==> src/rtl/tpc_pkg.sv <==
package tpc_pkg;

  typedef enum logic [1:0] {
    CNT_HOLD = 2'd0,
    CNT_LOAD = 2'd1,
    CNT_STEP = 2'd2,
    CNT_ZERO = 2'd3
  } cnt_op_e;

endpackage

==> src/rtl/tpc_prescaler.sv <==
module tpc_prescaler #(
  parameter int PRE_W = 32
) (
  input  logic             clk,
  input  logic             rst_n,
  input  logic             en,
  input  logic             clr,
  output logic [PRE_W-1:0] value
);

  localparam logic [PRE_W-1:0] ONE = 1;

  logic [PRE_W-1:0] value_d;

  always_comb begin
    value_d = value;
    if (clr) begin
      value_d = '0;
    end else if (en) begin
      value_d = value + ONE;
    end
  end

  always_ff @(posedge clk or negedge rst_n) begin
    if (!rst_n) begin
      value <= '0;
    end else begin
      value <= value_d;
    end
  end

  p_clear_zero_r3: assert property (@(posedge clk) disable iff (!rst_n)
    clr |=> (value == '0));

  p_frozen_when_off_r2: assert property (@(posedge clk) disable iff (!rst_n)
    (!en && !clr) |=> $stable(value));

endmodule

==> src/rtl/tpc_tap_edge.sv <==
module tpc_tap_edge #(
  parameter int PRE_W = 32,
  parameter int SEL_W = 5
) (
  input  logic             clk,
  input  logic             rst_n,
  input  logic             en,
  input  logic [PRE_W-1:0] pre,
  input  logic [SEL_W-1:0] sel,
  output logic             rise
);

  logic             tap_now;
  logic             prev_q;
  logic             prev_d;
  logic [SEL_W-1:0] sel_q;
  logic             sel_moved;

  always_comb begin
    tap_now   = pre[sel];
    sel_moved = (sel != sel_q);
    prev_d    = prev_q;
    if (sel_moved || en) begin
      prev_d = tap_now;
    end
    rise = en && !sel_moved && tap_now && !prev_q;
  end

  always_ff @(posedge clk or negedge rst_n) begin
    if (!rst_n) begin
      prev_q <= 1'b0;
      sel_q  <= '0;
    end else begin
      prev_q <= prev_d;
      sel_q  <= sel;
    end
  end

  p_quiet_on_sel_change_r5: assert property (@(posedge clk) disable iff (!rst_n)
    (sel != $past(sel)) |-> !rise);

  p_no_rise_when_off_r2: assert property (@(posedge clk) disable iff (!rst_n)
    !en |-> !rise);

endmodule

==> src/rtl/tpc_count_core.sv <==
module tpc_count_core
  import tpc_pkg::*;
#(
  parameter int CNT_W = 32
) (
  input  logic             clk,
  input  logic             rst_n,
  input  logic             tick,
  input  logic             wr_en,
  input  logic [CNT_W-1:0] wr_data,
  input  logic             cal_mode,
  input  logic             alarm_rst,
  input  logic [CNT_W-1:0] alarm_value,
  input  logic             ovf_clr,
  output logic [CNT_W-1:0] count,
  output logic             ovf
);

  localparam logic [CNT_W-1:0] ONE = 1;

  cnt_op_e          op;
  logic [CNT_W-1:0] count_d;
  logic             ovf_d;
  logic             at_top;
  logic             alarm_hit;
  logic             ovf_set;

  always_comb begin
    at_top    = &count;
    alarm_hit = alarm_rst && (count == alarm_value);
    if (wr_en) begin
      op = CNT_LOAD;
    end else if (tick) begin
      op = alarm_hit ? CNT_ZERO : CNT_STEP;
    end else begin
      op = CNT_HOLD;
    end
    case (op)
      CNT_LOAD: count_d = wr_data;
      CNT_STEP: count_d = count + ONE;
      CNT_ZERO: count_d = '0;
      default:  count_d = count;
    endcase
    ovf_set = tick && !wr_en && (alarm_hit || (at_top && !cal_mode));
    if (ovf_set) begin
      ovf_d = 1'b1;
    end else if (ovf_clr) begin
      ovf_d = 1'b0;
    end else begin
      ovf_d = ovf;
    end
  end

  always_ff @(posedge clk or negedge rst_n) begin
    if (!rst_n) begin
      count <= '0;
      ovf   <= 1'b0;
    end else begin
      count <= count_d;
      ovf   <= ovf_d;
    end
  end

  p_write_wins_r9: assert property (@(posedge clk) disable iff (!rst_n)
    wr_en |=> (count == $past(wr_data)));

  p_step_one_r4: assert property (@(posedge clk) disable iff (!rst_n)
    (tick && !wr_en && !alarm_hit) |=> (count == $past(count) + ONE));

  p_count_hold_r2: assert property (@(posedge clk) disable iff (!rst_n)
    (!tick && !wr_en) |=> $stable(count));

  p_wrap_flag_r6: assert property (@(posedge clk) disable iff (!rst_n)
    (tick && !wr_en && at_top && !cal_mode) |=> (ovf && count == '0));

  p_cal_quiet_r7: assert property (@(posedge clk) disable iff (!rst_n)
    (!ovf && tick && !wr_en && at_top && cal_mode && !alarm_hit) |=> !ovf);

  p_alarm_zero_r8: assert property (@(posedge clk) disable iff (!rst_n)
    (tick && !wr_en && alarm_hit) |=> (ovf && count == '0));

  p_ovf_sticky_r10: assert property (@(posedge clk) disable iff (!rst_n)
    (ovf && !ovf_clr) |=> ovf);

endmodule

==> src/rtl/tap_paced_counter.sv <==
module tap_paced_counter #(
  parameter  int PRE_W = 32,
  parameter  int CNT_W = 32,
  localparam int SEL_W = $clog2(PRE_W)
) (
  input  logic             clk,
  input  logic             rst_n,
  input  logic             en,
  input  logic             presc_clr,
  input  logic [SEL_W-1:0] tap_sel,
  input  logic             cal_mode,
  input  logic             alarm_rst_en,
  input  logic [CNT_W-1:0] alarm_value,
  input  logic             cv_wr_en,
  input  logic [CNT_W-1:0] cv_wr_data,
  input  logic             ovf_clr,
  output logic [CNT_W-1:0] cv_rd_data,
  output logic             ovf_flag
);

  logic [1:0]       rst_pipe;
  logic             rst_sync_n;
  logic [PRE_W-1:0] pre_value;
  logic             tick;

  always_ff @(posedge clk or negedge rst_n) begin
    if (!rst_n) begin
      rst_pipe <= '0;
    end else begin
      rst_pipe <= {rst_pipe[0], 1'b1};
    end
  end

  assign rst_sync_n = rst_pipe[1];

  tpc_prescaler #(.PRE_W(PRE_W)) u_pre (
    .clk   (clk),
    .rst_n (rst_sync_n),
    .en    (en),
    .clr   (presc_clr),
    .value (pre_value)
  );

  tpc_tap_edge #(.PRE_W(PRE_W), .SEL_W(SEL_W)) u_edge (
    .clk   (clk),
    .rst_n (rst_sync_n),
    .en    (en),
    .pre   (pre_value),
    .sel   (tap_sel),
    .rise  (tick)
  );

  tpc_count_core #(.CNT_W(CNT_W)) u_core (
    .clk         (clk),
    .rst_n       (rst_sync_n),
    .tick        (tick),
    .wr_en       (cv_wr_en),
    .wr_data     (cv_wr_data),
    .cal_mode    (cal_mode),
    .alarm_rst   (alarm_rst_en),
    .alarm_value (alarm_value),
    .ovf_clr     (ovf_clr),
    .count       (cv_rd_data),
    .ovf         (ovf_flag)
  );

  p_reset_state_r1: assert property (@(posedge clk)
    !rst_sync_n |=> (!rst_sync_n || (cv_rd_data == '0 && !ovf_flag)));

endmodule

==> config.mk <==
export PLATFORM = sky130hd
export DESIGN_NAME = tap_paced_counter
export DESIGN_NICKNAME = d
export VERILOG_FILES = /design/src/rtl/tpc_pkg.sv /design/src/rtl/tpc_prescaler.sv /design/src/rtl/tpc_tap_edge.sv /design/src/rtl/tpc_count_core.sv /design/src/rtl/tap_paced_counter.sv
export SDC_FILE = /design/constraint.sdc
export NUM_CORES = 1
export LEC_CHECK = 0
export ABC_CLOCK_PERIOD_IN_PS = 5990
export BUFFER_PORTS_ARGS = -buffer_cell sky130_fd_sc_hd__buf_4
export CORE_MARGIN = 4
export CORE_UTILIZATION = 50
export CTS_CLUSTER_DIAMETER = 120
export CTS_CLUSTER_SIZE = 8
export DETAILED_ROUTE_END_ITERATION = 10
export GPL_TIMING_DRIVEN = 0
export PLACE_DENSITY = 0.74
export SLEW_MARGIN = 20
export SYNTH_ARGS = -nofsm -noshare
export SYNTH_HDL_FRONTEND = slang
export SYNTH_HIERARCHICAL = 1
export SYNTH_SLANG_ARGS = --single-unit
export TNS_END_PERCENT = 30
==> constraint.sdc <==
create_clock -name clk -period 5.99 [get_ports clk]
set_clock_uncertainty 0.2 [all_clocks]
set_input_delay 1.198 -clock clk [delete_from_list [all_inputs] [get_ports clk]]
set_output_delay 1.198 -clock clk [all_outputs]
set_load 0.02 [all_outputs]
==> results.md, run 1 <==
- Sequential area share after synthesis: 35.8%
- Height of the chip: 109 um
- Total CTS buffers: 9
- Syn avg cell area: 8.77 sq um
- Largest net degree at the start of global routing: 39
- Initial drt markers: around 370
- H-tree Lvls: 3
- Synth Net Count: between 600 and 700
- Relative slew slack: 42.4%
- Tot Pwr: approximately 1.2 mW
- Area leader, netlist: dfrtp_1
- Top Ports: between 100 and 150
- Yosys Warn Count: 6
- Initial antenna violation count: 0
- Final instance area: 6260 sq um
- CTS resizes: 0
- CTS sink cnt: 73
- Worst-margin pin slew: 857 ps
- Max Slew Vio Count: 0
- Distinct cells, synth: between 60 and 70
- Synth Flop Type: dfrtp_1
- GRT overflow: 0
- Clock-pin slew on the worst setup and hold paths: 80 ps
- Critical Path AT: 4500 ps
- Hold-fix buffers at CTS: 0
- Power per cell area: 194 nW/um^2
- Post-layout min period: 4430 ps
- Synth Cell Area: around 5100 sq um
- Core area: 9860 sq um
- Pre-CTS setup slack: ~1300 ps
- Final nets: between 700 and 800
- Worst min path class: reg -> async
- DPL Wire Length: 12.1 mm
- Routed WL per cell: around 19 um
- Via count: roughly 5,300
- Yosys reg bits: 73
- Vias/cell: 6.31
- Cells after DPL: 823
- CP max FO: 10
- Final setup violation count: 0
- CTS tree: built
- Die ar.: between 10,000 and 15,000 sq um
- FP Rows: 36
- GRT Total Usage: 27.4%
- Area share of the largest cell type after synthesis: 35.8%
- Antenna viol nets, final: 0
- Fin Hold WS: roughly 90 ps
- First-pass GRT wire length: about 25 mm
- Crit end category: flop
- Setup TNS: 0 ps
- Input/output buffers: 107
- Area growth, synth to finish: 22.6%
- Die Wd: 109 um
- Syn Inst Count: 582
- Post-route DRC: 0
- Peak supply drop: 0.000130 V
- Count of final hold-check violations: 0
- Final worst path period share: 74.0%
- Routed WL: 16.3 mm
- Skew-Pair Late Insertion Delay: 350 ps
- Share of cells above drive strength 1: 20.2%
- Pleak: between 2 and 3 nW
- Vias in the first global route: 5,087
- Starting Density: 51.7%
- Max-cap violation count: 0
- Top post-synthesis cells by area: dfrtp_1 (36%), xnor2_1 (6.7%), nand4_1 (4.5%)
- Fin cells: ~840
- Final setup margin: 1560 ps
- Worst Path Required: 6060 ps
- Diode count: 0
- # Post-CTS Setup Buffers: 0
- Maximum clock path buffer count: 2
- Root buf cell: clkbuf_8
- RePlAce Congestion: 0.946
- RSZ-0062 raised after global routing: no
- First-pass detailed-route iteration total: 5
- Setup CP Type: in -> reg
- Status: finished, final reports clean
- EDFF count, synth: 0
- FMAX: 0.226 GHz
- Worst Setup Start Kind: input port
- Final core utilization: 63.4%
- Placed Instance Area: 6100 sq um
- FFs w/ async S/R, synth: 100%
## placed cells by master, fill, tap and decap left out, types with 6 or more instances in the layout
cell,n
xnor2_1,39
mux2i_1,20
nand2_1,50
nand3_1,16
or4_1,18
o21a_1,6
and4_1,7
o21ai_0,14
nor4_1,8
nand4_1,37
clkbuf_1,36
nor2_1,28
and3_1,11
or3_1,14
a21oi_1,34
inv_1,21
nor3_1,25
o31ai_1,25
a2111oi_0,8
xor2_1,14
dfrtp_1,72
clkbuf_8,11
buf_4,111
## critical path, stage by stage
cell and delay [ps]:
buf_4 120, buf_6 140, mux2i_1 130, a22o_1 270, a2111oi_4 330, a22oi_2 110, a21oi_1 620, clkbuf_1 470
clkbuf_1 520, nand4_1 190, xor2_1 190, o31ai_1 190
## cells by family (layout without fill, tap and decap cells)
| group | Yosys count | count (layout) | share of synthesized area (%) |
|---|---|---|---|
| adders and majority gates | 2 | 2 | 0.490 |
| other | 1 | 1 | 0.0735 |
| muxes | 20 | 20 | 3.92 |
| buffers and inverters | 66 | 187 | 5.52 |
| and+or+nand+nor | 241 | 241 | 27.2 |
| AOI/OAI and AO/OA | 126 | 126 | 17.9 |
| xor gates and xnor gates | 53 | 53 | 9.10 |
| DFF | 73 | 73 | 35.8 |
## flip-flops by register name, summed over array words and instances, names as in the netlist
| signal | count |
|---|---|
| u_edge/prev_q | 1 |
| rst_pipe | 2 |
| u_pre/value | 32 |
| u_edge/sel_q | 5 |
| u_core/ovf | 1 |
| u_core/count | 32 |
## power by group
group	total [mW]	internal, mW	switching (mW)
clock	0.349	0.166	0.183
sequential	0.570	0.520	0.0504
combinational	0.292	0.135	0.157
total	1.21	0.821	0.390
## layer usage
layer	GRT usage, %	share of wire, %	vias up
li1	-	-	2412
met1	33.2	38	2515
met2	46.4	49	296
met3	4.97	9.9	50
met4	14.5	3.1	0
met5	0	0	-
## cells in the mapped netlist, types with 3 or more instances
cell type and count:
nand2b_1 3, and3_1 11, o211a_1 4, nor3_1 25
and4b_1 3, nor2_1 28, and2_1 4, a2111oi_0 8
o211ai_1 3, nor4_1 8, dfrtp_1 73, xor2_1 14
xnor2_1 39, inv_1 21, mux2i_1 20, clkbuf_1 35
and4_1 7, buf_4 4, nand4_1 37, nand3_1 16
or3_1 14, o21ai_0 14, nand2_1 50, o31ai_1 25
or4_1 18, a311o_1 4, o21a_1 6, a22oi_1 3
a21oi_1 34, a211oi_1 3
## final timing paths
check	from	endpoint	slack, ps	depth (start not counted)
min in group clk	rst_pipe[0]	rst_pipe[1]	150	0
max in group asynchronous	rst_pipe[1]	u_pre/value[18]	4930	1
max reg2reg	u_pre/value[7]	u_core/count[24]	2270	10
min reg2reg	rst_pipe[1]	u_core/count[3]	90	0
max	tap_sel[0]	u_core/count[24]	1560	12
min	rst_pipe[1]	u_core/count[3]	90	0
## layout make-up
type                            count  area [sq um]
Multi-Input combinational cell    443          2990
Tap cell                          133           166
Clock buffer                       12           155
Timing Repair Buffer              108           823
Buffer                             45           203
Inverter                           21          78.8
Fill cell                         891          3610
Sequential cell                    73          1830
Clock inverter                      1          5.00
Power figures use the tool's default switching activity.
==> run 2: changes to the inputs <==
Settings changed: ABC_CLOCK_PERIOD_IN_PS 5990 to 3850, PLACE_DENSITY 0.74 to 0.77.
Clock period 5.99 ns to 3.85 ns, I/O delays scaled along.
==> run 2 against run 1 <==
Clock-buffer cell count unchanged. Cell area grew 1.1%. Flip-flop and latch count did not move. Sequential power is 56% higher. Largest cell class unchanged. Hold slack worse by 44 ps. Die area unchanged. Register-to-register slack got worse by 1900 ps. First-iteration DRC count increased by 9.3%. Power rose by 63%. Routed wire length is 0.23% lower. Non-clock buffer count grew 1. Utilization increased by 0.70 points.
==> results.md, run 2 (same netlist as run 1, synthesis figures left out) <==
- Status: finished, final reports clean
- Skew-Pair Late Insertion Delay: 360 ps
- Placed Instance Area: 6100 sq um
- Total CTS buffers: 9
- Worst-margin pin slew: a little under 800 ps
- Final worst path period share: just under 100%
- RePlAce Congestion: 0.917
- Tot Pwr: 1.98 mW
- Initial drt markers: 400
- Power per cell area: 312 nW/um^2
- DPL Wire Length: 12.1 mm
- Die Wd: 109 um
- Input/output buffers: 107
- Max Slew Vio Count: 0
- Height of the chip: 109 um
- CTS sink cnt: 73
- Area growth, synth to finish: 24.0%
- Worst Setup Start Kind: input port
- Count of final hold-check violations: 0
- Starting Density: 51.7%
- GRT overflow: 0
- Via count: 5,239
- CP max FO: 10
- Routed WL: approximately 16 mm
- Worst Setup SP: tap_sel[0]
- Worst Path Required: 3860 ps
- Most common cell after layout, fill and taps aside: buf_4
- H-tree Lvls: 3
- Most repeated library cell on the critical path: clkbuf_1
- Max-cap violation count: 0
- Crit end category: flop
- Maximum clock path buffer count: 2
- Largest net degree at the start of global routing: 47
- Fin Hold WS: 46.1 ps
- Worst min path class: reg -> async
- CP peak stage delay: 530 ps
- Routed WL per cell: slightly below 20 um
- Peak supply drop: 0.000227 V
- First-pass detailed-route iteration total: 5
- Root buf cell: clkbuf_8
- Final nets: approximately 780
- Relative slew slack: 46.9%
- Diode count: 0
- Vias in the first global route: 4,966
- Die ar.: 11,900 sq um
- CP Cell Sequence: buf_4 -> buf_6 -> mux2i_1 -> a22o_1 -> a2111oi_4 -> a22oi_2 -> a21oi_2 -> clkbuf_1 -> clkbuf_1 -> nand4_1 -> a31oi_1 -> a21oi_1
- First-pass GRT wire length: 25.2 mm
- Pleak: 2.57 nW
- # Post-CTS Setup Buffers: 0
- Post-route DRC: 0
- RSZ-0062 raised after global routing: no
- Commonest non-fill, non-tap cells in the layout: buf_4 (111), dfrtp_1 (72), nand2_1 (50)
- Setup TNS: 0 ps
- Core area: 9860 sq um
- CTS tree: built
- FP Rows: 36
- CP max-delay cell: clkbuf_1
- Initial antenna violation count: 0
- Share of cells above drive strength 1: 20.8%
- Final core utilization: 64.1%
- Final setup margin: 80.0 ps
- Cells after DPL: 823
- Fin cells: 840
- Vias/cell: 6.24
- GRT Total Usage: 27.3%
- Antenna viol nets, final: 0
- Final instance area: between 6000 and 7000 sq um
- Pre-CTS setup slack: -449 ps
- Final setup violation count: 0
- Launch point of the worst reg-to-reg path: u_pre/value[4]
- Critical Path AT: 3780 ps
- FMAX: 0.265 GHz
- Clock-pin slew on the worst setup and hold paths: 80 ps
- Post-layout min period: 3770 ps
- Setup CP Type: in -> reg
- Largest registers: u_core/count (32), u_pre/value (32), u_edge/sel_q (5)
- Top Ports: 110
[run 2: cell types whose count changed in the layout (fill, tap and decap cells not counted), sizes merged]
cell         before  now
bufinv            0    1
clkinv            1    2
clkinvlp          0    1
dlygate4sd3       0    1
[run 2: worst paths after layout]
kind                       slack (ps)                to  cells after the start
min reg2reg                        50     u_edge/prev_q                      0
min in group clk                  150       rst_pipe[1]                      0
max in group asynchronous        2820       rst_pipe[1]                      2
max reg2reg                       330  u_core/count[10]                     10
max                                80  u_core/count[10]                     12
min                                50     u_edge/prev_q                      0
[run 2: layout make-up]
class / instances / area, sq um
clock inverter: 4 / 51.3
clock buffer: 12 / 155
tap: 133 / 166
timing repair buffer: 109 / 841
fill: 839 / 3540
inverter: 21 / 78.8
sequential: 73 / 1830
multi-input combinational: 443 / 3000
buffer: 45 / 204
[run 2: critical path: cells and delay by family]
kind	cells	cell delay, ps
AO/OA/AOI/OAI	6	1450
buffers and inverters	4	1240
multiplexers	1	120
AND/OR/NAND/NOR	1	190
[run 2: power by group]
| part | internal (mW) | total [mW] | switching [mW] | leakage [nW] |
|---|---|---|---|---|
| registers | 0.809 | 0.887 | 0.0785 | 0.930 |
| logic | 0.212 | 0.456 | 0.244 | 1.54 |
| clock network | 0.335 | 0.632 | 0.297 | 0.103 |
[run 2: timing repair]
action | 4_1_cts | 5_1_grt
hold endpoints to repair | 2 | 0
gates resized for setup | 1 | 2
endpoints found under the setup margin | 2 | 1
hold buffers | 1 | 0
[run 2: layer usage]
layer	GRT usage, %	up-vias	share of wire, %
li1	-	2422	-
met1	33.8	2495	39
met2	47.4	277	49
met3	4.80	45	8.9
met4	10.6	0	2.7
met5	0	-	0
